## src/rtl/cpx_pkg.sv

```systemverilog
package cpx_pkg;
  localparam int KIND_W = 2;
  localparam int F3_W   = 3;
  localparam int F7_W   = 7;

  typedef enum logic [1:0] {
    ST_IDLE = 2'd0,
    ST_WAIT = 2'd1,
    ST_TAKE = 2'd2
  } cpx_state_e;

  typedef struct packed {
    logic [KIND_W-1:0] kind;
    logic [F3_W-1:0]   f3;
    logic [F7_W-1:0]   f7;
  } cpx_op_t;
endpackage

```

## src/rtl/cpx_result_merge.sv

```systemverilog
module cpx_result_merge #(
  parameter int NUM_CP = 3,
  parameter int DATA_W = 32
) (
  input  logic [NUM_CP-1:0]        cp_valid,
  input  logic [NUM_CP*DATA_W-1:0] cp_result,
  output logic                     any_valid,
  output logic [DATA_W-1:0]        merged
);
  logic [DATA_W-1:0] chain [0:NUM_CP];

  assign chain[0] = '0;
  for (genvar g = 0; g < NUM_CP; g++) begin : g_or
    assign chain[g+1] = chain[g] | cp_result[g*DATA_W +: DATA_W];
  end

  assign merged    = chain[NUM_CP];
  assign any_valid = |cp_valid;
endmodule

```

## src/rtl/cpx_watchdog.sv

```systemverilog
module cpx_watchdog #(
  parameter int LIMIT = 512
) (
  input  logic clk,
  input  logic rst_n,
  input  logic clear,
  input  logic run,
  output logic expired
);
  localparam int CW = (LIMIT > 2) ? $clog2(LIMIT) : 1;
  localparam logic [CW-1:0] LAST = CW'(LIMIT - 1);

  logic [CW-1:0] cnt;

  always_ff @(posedge clk or negedge rst_n) begin
    if (!rst_n)                cnt <= '0;
    else if (clear)            cnt <= '0;
    else if (run && !expired)  cnt <= cnt + 1'b1;
  end

  assign expired = run && (cnt == LAST);

  // the window counter never passes its last value
  assert_no_overflow_R7: assert property (@(posedge clk) disable iff (!rst_n)
    cnt <= LAST);
  // a freshly cleared window is never already expired
  assert_clear_fresh_R7: assert property (@(posedge clk) disable iff (!rst_n)
    clear |=> !expired);
endmodule

```

## src/rtl/cpx_issue_ctrl.sv

```systemverilog
module cpx_issue_ctrl
  import cpx_pkg::*;
#(
  parameter int DATA_W = 32
) (
  input  logic              clk,
  input  logic              rst_n,
  input  logic              req_valid,
  input  cpx_op_t           req_op,
  input  logic              trap_i,
  input  logic              any_valid,
  input  logic [DATA_W-1:0] merged,
  input  logic              wd_expired,
  output logic              req_ready,
  output logic              cp_start,
  output cpx_op_t           cp_op,
  output logic              busy,
  output logic              wd_clear,
  output logic              wd_run,
  output logic              wb_valid,
  output logic [DATA_W-1:0] wb_data,
  output logic              exc_illegal
);
  cpx_state_e state;
  logic       accept;

  assign busy      = (state != ST_IDLE);
  assign req_ready = !busy;
  assign accept    = req_valid && req_ready;
  assign wd_clear  = accept;
  assign wd_run    = (state == ST_WAIT);

  always_ff @(posedge clk or negedge rst_n) begin
    if (!rst_n) begin
      state       <= ST_IDLE;
      cp_start    <= 1'b0;
      cp_op       <= '0;
      wb_valid    <= 1'b0;
      wb_data     <= '0;
      exc_illegal <= 1'b0;
    end else begin
      cp_start    <= 1'b0;
      wb_valid    <= 1'b0;
      wb_data     <= '0;
      exc_illegal <= 1'b0;
      unique case (state)
        ST_IDLE: begin
          if (accept) begin
            state    <= ST_WAIT;
            cp_start <= 1'b1;
            cp_op    <= req_op;
          end
        end
        ST_WAIT: begin
          if (trap_i)          state <= ST_IDLE;
          else if (any_valid)  state <= ST_TAKE;
          else if (wd_expired) begin
            state       <= ST_IDLE;
            exc_illegal <= 1'b1;
          end
        end
        ST_TAKE: begin
          state <= ST_IDLE;
          if (!trap_i) begin
            wb_valid <= 1'b1;
            wb_data  <= merged;
          end
        end
        default: state <= ST_IDLE;
      endcase
    end
  end

  // strobe lasts one cycle
  assert_start_pulse_R2: assert property (@(posedge clk) disable iff (!rst_n)
    cp_start |=> !cp_start);
  // an accepted request gives strobe and busy next cycle
  assert_accept_start_R2: assert property (@(posedge clk) disable iff (!rst_n)
    (req_valid && req_ready) |=> (cp_start && busy));
  // requests while busy never cause a strobe
  assert_busy_ignore_R1: assert property (@(posedge clk) disable iff (!rst_n)
    (busy && req_valid) |=> !cp_start);
  // forwarded fields steady while busy
  assert_fields_stable_R3: assert property (@(posedge clk) disable iff (!rst_n)
    busy |=> $stable(cp_op));
  // write-back only two cycles after a valid flag
  assert_wb_after_valid_R4: assert property (@(posedge clk) disable iff (!rst_n)
    wb_valid |-> $past(any_valid, 2));
  // result bus is zero outside the pulse
  assert_wb_zero_R6: assert property (@(posedge clk) disable iff (!rst_n)
    !wb_valid |-> (wb_data == '0));
  // exception is a single pulse and excludes write-back
  assert_exc_pulse_R8: assert property (@(posedge clk) disable iff (!rst_n)
    exc_illegal |=> !exc_illegal);
  assert_exc_no_wb_R8: assert property (@(posedge clk) disable iff (!rst_n)
    !(exc_illegal && wb_valid));
  // a trap while busy leaves nothing behind
  assert_trap_abort_R9: assert property (@(posedge clk) disable iff (!rst_n)
    (busy && trap_i) |=> (!busy && !wb_valid && !exc_illegal));
  // an idle cycle without request stays quiet
  assert_idle_quiet_R10: assert property (@(posedge clk) disable iff (!rst_n)
    (!busy && !req_valid) |=> (!busy && !wb_valid && !exc_illegal));
  // valid in the expiring cycle wins over the watchdog
  assert_valid_wins_R12: assert property (@(posedge clk) disable iff (!rst_n)
    (wd_run && any_valid && wd_expired && !trap_i) |=> !exc_illegal);
endmodule

```

## src/rtl/cpx_issue_monitor.sv

```systemverilog
module cpx_issue_monitor
  import cpx_pkg::*;
#(
  parameter int NUM_CP  = 3,
  parameter int DATA_W  = 32,
  parameter int TIMEOUT = 512
) (
  input  logic                     clk,
  input  logic                     rst_n,
  input  logic                     req_valid,
  output logic                     req_ready,
  input  logic [KIND_W-1:0]        req_op_hi,
  input  logic [F3_W-1:0]          req_funct3,
  input  logic [F7_W-1:0]          req_funct7,
  input  logic                     trap_i,
  output logic                     cp_start,
  output logic [KIND_W-1:0]        cp_kind,
  output logic [F3_W-1:0]          cp_funct3,
  output logic [F7_W-1:0]          cp_funct7,
  input  logic [NUM_CP-1:0]        cp_valid,
  input  logic [NUM_CP*DATA_W-1:0] cp_result,
  output logic                     busy,
  output logic                     wb_valid,
  output logic [DATA_W-1:0]        wb_data,
  output logic                     exc_illegal
);
  cpx_op_t           req_op, cp_op;
  logic              any_valid, wd_expired, wd_clear, wd_run;
  logic [DATA_W-1:0] merged;

  assign req_op    = '{kind: req_op_hi, f3: req_funct3, f7: req_funct7};
  assign cp_kind   = cp_op.kind;
  assign cp_funct3 = cp_op.f3;
  assign cp_funct7 = cp_op.f7;

  cpx_result_merge #(.NUM_CP(NUM_CP), .DATA_W(DATA_W)) u_merge (
    .cp_valid (cp_valid),
    .cp_result(cp_result),
    .any_valid(any_valid),
    .merged   (merged)
  );

  cpx_watchdog #(.LIMIT(TIMEOUT)) u_wdog (
    .clk    (clk),
    .rst_n  (rst_n),
    .clear  (wd_clear),
    .run    (wd_run),
    .expired(wd_expired)
  );

  cpx_issue_ctrl #(.DATA_W(DATA_W)) u_ctrl (
    .clk        (clk),
    .rst_n      (rst_n),
    .req_valid  (req_valid),
    .req_op     (req_op),
    .trap_i     (trap_i),
    .any_valid  (any_valid),
    .merged     (merged),
    .wd_expired (wd_expired),
    .req_ready  (req_ready),
    .cp_start   (cp_start),
    .cp_op      (cp_op),
    .busy       (busy),
    .wd_clear   (wd_clear),
    .wd_run     (wd_run),
    .wb_valid   (wb_valid),
    .wb_data    (wb_data),
    .exc_illegal(exc_illegal)
  );

  // write-back data equals the OR of the buses one cycle earlier
  assert_merge_or_R5: assert property (@(posedge clk) disable iff (!rst_n)
    wb_valid |-> (wb_data == $past(merged)));
endmodule

```

## config.mk

```make
export PLATFORM = sky130hd
export DESIGN_NAME = cpx_issue_monitor
export DESIGN_NICKNAME = d
export VERILOG_FILES = /design/src/rtl/cpx_pkg.sv /design/src/rtl/cpx_result_merge.sv /design/src/rtl/cpx_watchdog.sv /design/src/rtl/cpx_issue_ctrl.sv /design/src/rtl/cpx_issue_monitor.sv
export SDC_FILE = /design/constraint.sdc
export NUM_CORES = 1
export LEC_CHECK = 0
export CORE_ASPECT_RATIO = 1.1
export CORE_UTILIZATION = 35
export CTS_CLUSTER_DIAMETER = 100
export DETAILED_ROUTE_END_ITERATION = 6
export PLACE_DENSITY = 0.82
export SLEW_MARGIN = 40
export SYNTH_ARGS = -nofsm -noshare
export SYNTH_HDL_FRONTEND = slang
export SYNTH_SLANG_ARGS = --single-unit
```

## constraint.sdc

```tcl
create_clock -name clk -period 4.6 [get_ports clk]
set_input_delay 0.46 -clock clk [delete_from_list [all_inputs] [get_ports clk]]
set_output_delay 0.46 -clock clk [all_outputs]
set_load 0.01 [all_outputs]
```

[After elaboration in Yosys (flattened, before gate mapping)]
Index checks and enable logic that the tools add are counted.
Widths: inputs -> output; s select.
Storage, ports and cells
  flip-flop bits (word level): 58
  input bits: 115
  output and inout bits: 49
  logic and storage cells: 45
Operators by class
  $add $sub $neg: 1
  equal/unequal tests: 5
  multiplexer cells: 17
  bitwise operators: 2
  reductions and logical operators: 11
Operators with widths (count)
  $mux 32: 2
  $or 32x32->32: 2
  $mux 9: 2
  $add 9x1->9 const B: 1
  $eq 9x9->1 const B: 1
  $mux 1: 8
  $mux 2: 4
  $ne 4x4->1 const B: 1
  $pmux 2 s2: 1
  $reduce_and 2->1: 2
  $reduce_bool 2->1: 2
  $logic_and 1x1->1: 3
  $reduce_or 3->1: 1
  $eq 2x1->1 const B: 1
  $eq 2x2->1 const B: 1
  $logic_not 1->1: 2
  $logic_not 2->1: 1
  $ne 2x1->1 const B: 1

[Logic depth before layout (Yosys ltp)]
  depth after elaboration: 6
  gate-level depth with buffers: 8
  mapped depth without buffers: 7

[Modules after synthesis]
From an unflattened synthesis, not the netlist that was laid out.
Unflattened totals
  cells, all modules: 190
  area total of the unflattened synthesis: 2364.8 µm²
By module, submodules not included
  cpx_issue_ctrl: times used 1, cells each 108, area each 1681.6 µm², sequential area each 1226.2 µm²
  cpx_watchdog: times used 1, cells each 49, area each 476.7 µm², sequential area each 225.2 µm²
  cpx_result_merge: times used 1, cells each 33, area each 206.4 µm², sequential area each 0.0 µm²

[Least setup slack after synthesis]
No wires, ideal clock.
  kind: reg-to-reg
  start: register u_wdog.cnt[0]
  end: register u_wdog.cnt[6]
  setup time: 0.077 ns
  arrival time: 1.976 ns
  data required time: 4.523 ns
  setup slack: 2.546 ns
  cell stages (with the launch flop): 9
  path buffers: 1
  period minus slack after synthesis: 2.054 ns
  cells stage by stage: dfrtp_1 > ha_1 > nand3_1 > nor2_1 > ha_1 > or3b_1 > buf_2 > or4_1 > a21oi_1
On the way
  cells in the longest elaborated chain, start to end: 5
  elaborated cells on any way between the ends: 8
  classes of those cells: 1 x add/sub; 1 x eq/ne; 2 x mux; 4 x reduce/logical
RTL lines
  from (decl): line cpx_watchdog.sv:13  | logic [CW-1:0] cnt;
  from (signal assigned): line cpx_watchdog.sv:18  | else if (run && !expired) cnt <= cnt + 1'b1;
  branches (longest 5 deep; another with $add 9x1->9)
Several ways; the timed one is not identified. The select of a mux whose other input is x is not followed.
A chain may end at the register's enable or synchronous reset.

[Worst setup path after layout]
  start: register u_wdog.cnt[0]
  end: register u_wdog.cnt[5]
Same word-level chain as after synthesis.

==> impl_metrics.csv <==
group,metric,value,unit
synthesis,synth-xor-area-share,0,%
synthesis,syn_area_per_cell,12.2,µm²
setup_path,path_max_fanout,12,
setup_path,crit_top_cell,"ha_1",
global_routing,grt.total_usage,20.6,%
setup_path,cp-start-kind,"flip-flop",
cells_and_area,fin_nets,466,
timing,finClkSkew,0.00591,ns
routing,post_drt_wl_per_cell,14.4,µm
clocking,clock_latency,0.31,ns
placed_design,dp_hpwl,4960,µm
synthesis,synth_fa_ha_area_share,1.14,%
floorplanning,coreArea,0.00591,mm²
cells_and_area,drive_above_1_share,5.37,%
setup_path,rr_startpoint,"u_wdog.cnt[0]",
setup_path,path_buf_inv,0,
clocking,clock_sinks,58,
floorplanning,chipHeight,84.9,µm
timing,fmax,0.438,GHz
clocking,post-cts-setup-buffer-count,0,
timing,setup_viol,0,
setup_path,cp_top_family,"simple AND/OR/NAND/NOR gates",
synthesis,ys.flop_type,"dfrtp_1",
timing,hold_violations,0,
setup_path,crit_slowest_cell,"or3b_1",
power,powerDensity,317,mW/mm²
clocking,ctsHoldBuffers,0,
clocking,root_buffer,"clkbuf_8",
job,drv_cap,0,
floorplanning,io_pins,164,
floorplanning,die-area,0.00657,mm²
routing,drc,0,
setup_path,cp_cell_sequence,"ha_1 > nand3_1 > nor2_1 > ha_1 > or3b_1 > or4_1 > a21oi_1",
synthesis,yosys.area_share.simple,13.5,%
synthesis,synthTopCellsByCount,"58 x dfrtp_1, 40 x nand2_1, 32 x o31a_1, 5 x a21oi_1",
setup_path,critPathArrivalTime,2.50,ns
synthesis,synth_top_family_by_area,"compound AO/OA/AOI/OAI gates",
synthesis,synth_compound_area_share,16.7,%
worst_hold_path,hold_path_class,"in2async",
clocking,clock_path_buffers,2,
synthesis,synth_mux_area_share,0.457,%
cells_and_area,area_growth,87.3,%
cells_and_area,diodes,0,
synthesis,synth.net_count,297,
setup_path,crit_type,"reg2reg",
power,power.total,0.00130,W
routing,first_pass_iters,4,
clocking,cts_resized,0,
synthesis,synth_top_area_share,66.3,%
setup_path,crit_path_start,"u_wdog.cnt[0]",
timing,maxSlewViolCount,0,
timing,rsz0062_at_grt,"no",
setup_path,end_kind,"flip-flop",
synthesis,yosysMostFrequentCell,"dfrtp_1",
synthesis,synth_top_cell_by_area,"dfrtp_1",
placed_design,globalplace.congestion,0.769,
synthesis,yosysUniqueCellTypes,26,
setup_path,cp.required,4.82,ns
global_routing,grt_pass1_vias,2238,
routing,viasPerCell,4.78,
synthesis,synth_area_leaders,"dfrtp_1 66%, o31a_1 13%, nand2_1 6.9%",
cells_and_area,fin_cells,431,
status,outcome,"finished clean",
routing,dr_total_vias,2061,
timing,worst_pin_slew,0.703,ns
synthesis,synthesis.instances,180,
global_routing,grt.overflow.total,0,
clocking,cts.clk_slew.worst_paths,0.06,ns
routing,drt-initial-drc-count,90,
global_routing,grt_pass1_wl,10300,µm
power,ir_drop,0.236,mV
floorplanning,die_x,77.4,µm
placed_design,port_buffers,163,
synthesis,ys_seq_area_share,66.3,%
power,power.leakage,1.77,nW
clocking,tritoncts,"yes",
synthesis,synth-edff-count,0,
timing,period_needed,2.28,ns
placed_design,dpl_worst_slack,2.28,ns
floorplanning,row_count,29,
synthesis,synth.ff_latch_count,58,
global_routing,grt_max_degree,59,
timing,slew_headroom,53.2,%
routing,routed_wl,6210,µm
clocking,htree_levels,3,
global_routing,antenna_found_initial,0,
setup_path,critical-path-max-stage-delay,0.51,ns
timing,fin_crit_sh,49.6,%
timing,finalWorstSetupSlack,2.32,ns
floorplanning,start_util,37.0,%
synthesis,syn_area,0.00219,mm²
routing,ant_nets,0,
placed_design,dp.cells,415,
synthesis,synth-async-reset-ratio,100,%
cells_and_area,nFillCells,456,
timing,tns,0,ns
clocking,cts_buffers,9,
synthesis,yosys_warnings,0,
==> layer usage <==
layer	share of wire (%)	vias up	GRT usage (%)
met4	2.9	0	10.1
met2	56	92	37.1
met1	35	967	21.8
li1	-	986	-
met5	0	-	0
met3	6.8	16	6.02
==> flip-flops by register name, summed over array words and instances, names as in the netlist <==
signal	cells
u_ctrl.state	2
u_ctrl.cp_start	1
u_ctrl.wb_valid	1
u_ctrl.wb_data	32
u_ctrl.exc_illegal	1
u_wdog.cnt	9
u_ctrl.cp_op	12
==> kinds of logic after synthesis <==
kind of cell             Yosys count
AO/OA/AOI/OAI                     46
AND/OR/NAND/NOR                   63
multiplexers                       1
buffers and inverters             10
adder cells (fa/ha/maj)            2
flip-flops                        58
==> worst paths after layout <==
path | end | slack (ns) | cells after the start
setup / recovery | u_wdog.cnt[5] | 2.32 | 7
hold / removal | u_ctrl.wb_data[23] | 0.26 | 2
setup reg to reg | u_wdog.cnt[5] | 2.32 | 7
hold reg to reg | u_ctrl.cp_op[8] | 0.48 | 2
max in group asynchronous | u_wdog.cnt[5] | 3.85 | 2
min in group clk | u_ctrl.cp_op[8] | 0.48 | 2
==> report_power, final <==
part	internal [W]	total (W)	switching, W
sequential	0.000551	0.000576	0.0000253
clock	0.000280	0.000461	0.000181
combinational	0.000167	0.000261	0.0000941
==> metrics by stage <==
step	util [%]	area [µm²]	hold WS, ns
detailed placement	66.0	3900	0.466
global route	69.3	4100	0.330
CTS	69.3	4100	0.297
floorplan	-	2190	0.164
finish	69.3	4100	0.260
global placement	66.0	3900	0.458
==> layout by cell type, fill, tap and decap left out, drive strengths merged <==
cell	synthesis	layout
clkinv	1	2
dfrtp	58	58
buf	3	3
nand4	2	2
o31ai	3	3
and3	1	1
nand3	4	4
o21ai	4	4
o31a	32	32
or3	2	2
nor3	1	1
a22o	2	2
nor2b	1	1
nor3b	3	3
or2	1	1
ha	2	2
bufinv	0	1
a21oi	5	5
or3b	2	2
nand2b	1	1
inv	2	2
or4	3	3
clkbuf	4	14
nand2	40	40
clkdlybuf4s50	0	162
nor2	2	2
mux2i	1	1
==> layout make-up <==
cell class | count | area, µm² | area share, %
clock buffers | 14 | 163 | 3.97
clock inverters | 2 | 35.0 | 0.855
inverters | 3 | 11.3 | 0.275
multi-input cells | 112 | 701 | 17.1
flip-flops and latches | 58 | 1450 | 35.4
well taps | 77 | 96.3 | 2.35
repair buffers | 165 | 1640 | 40.0
Power figures use the tool's default switching activity.
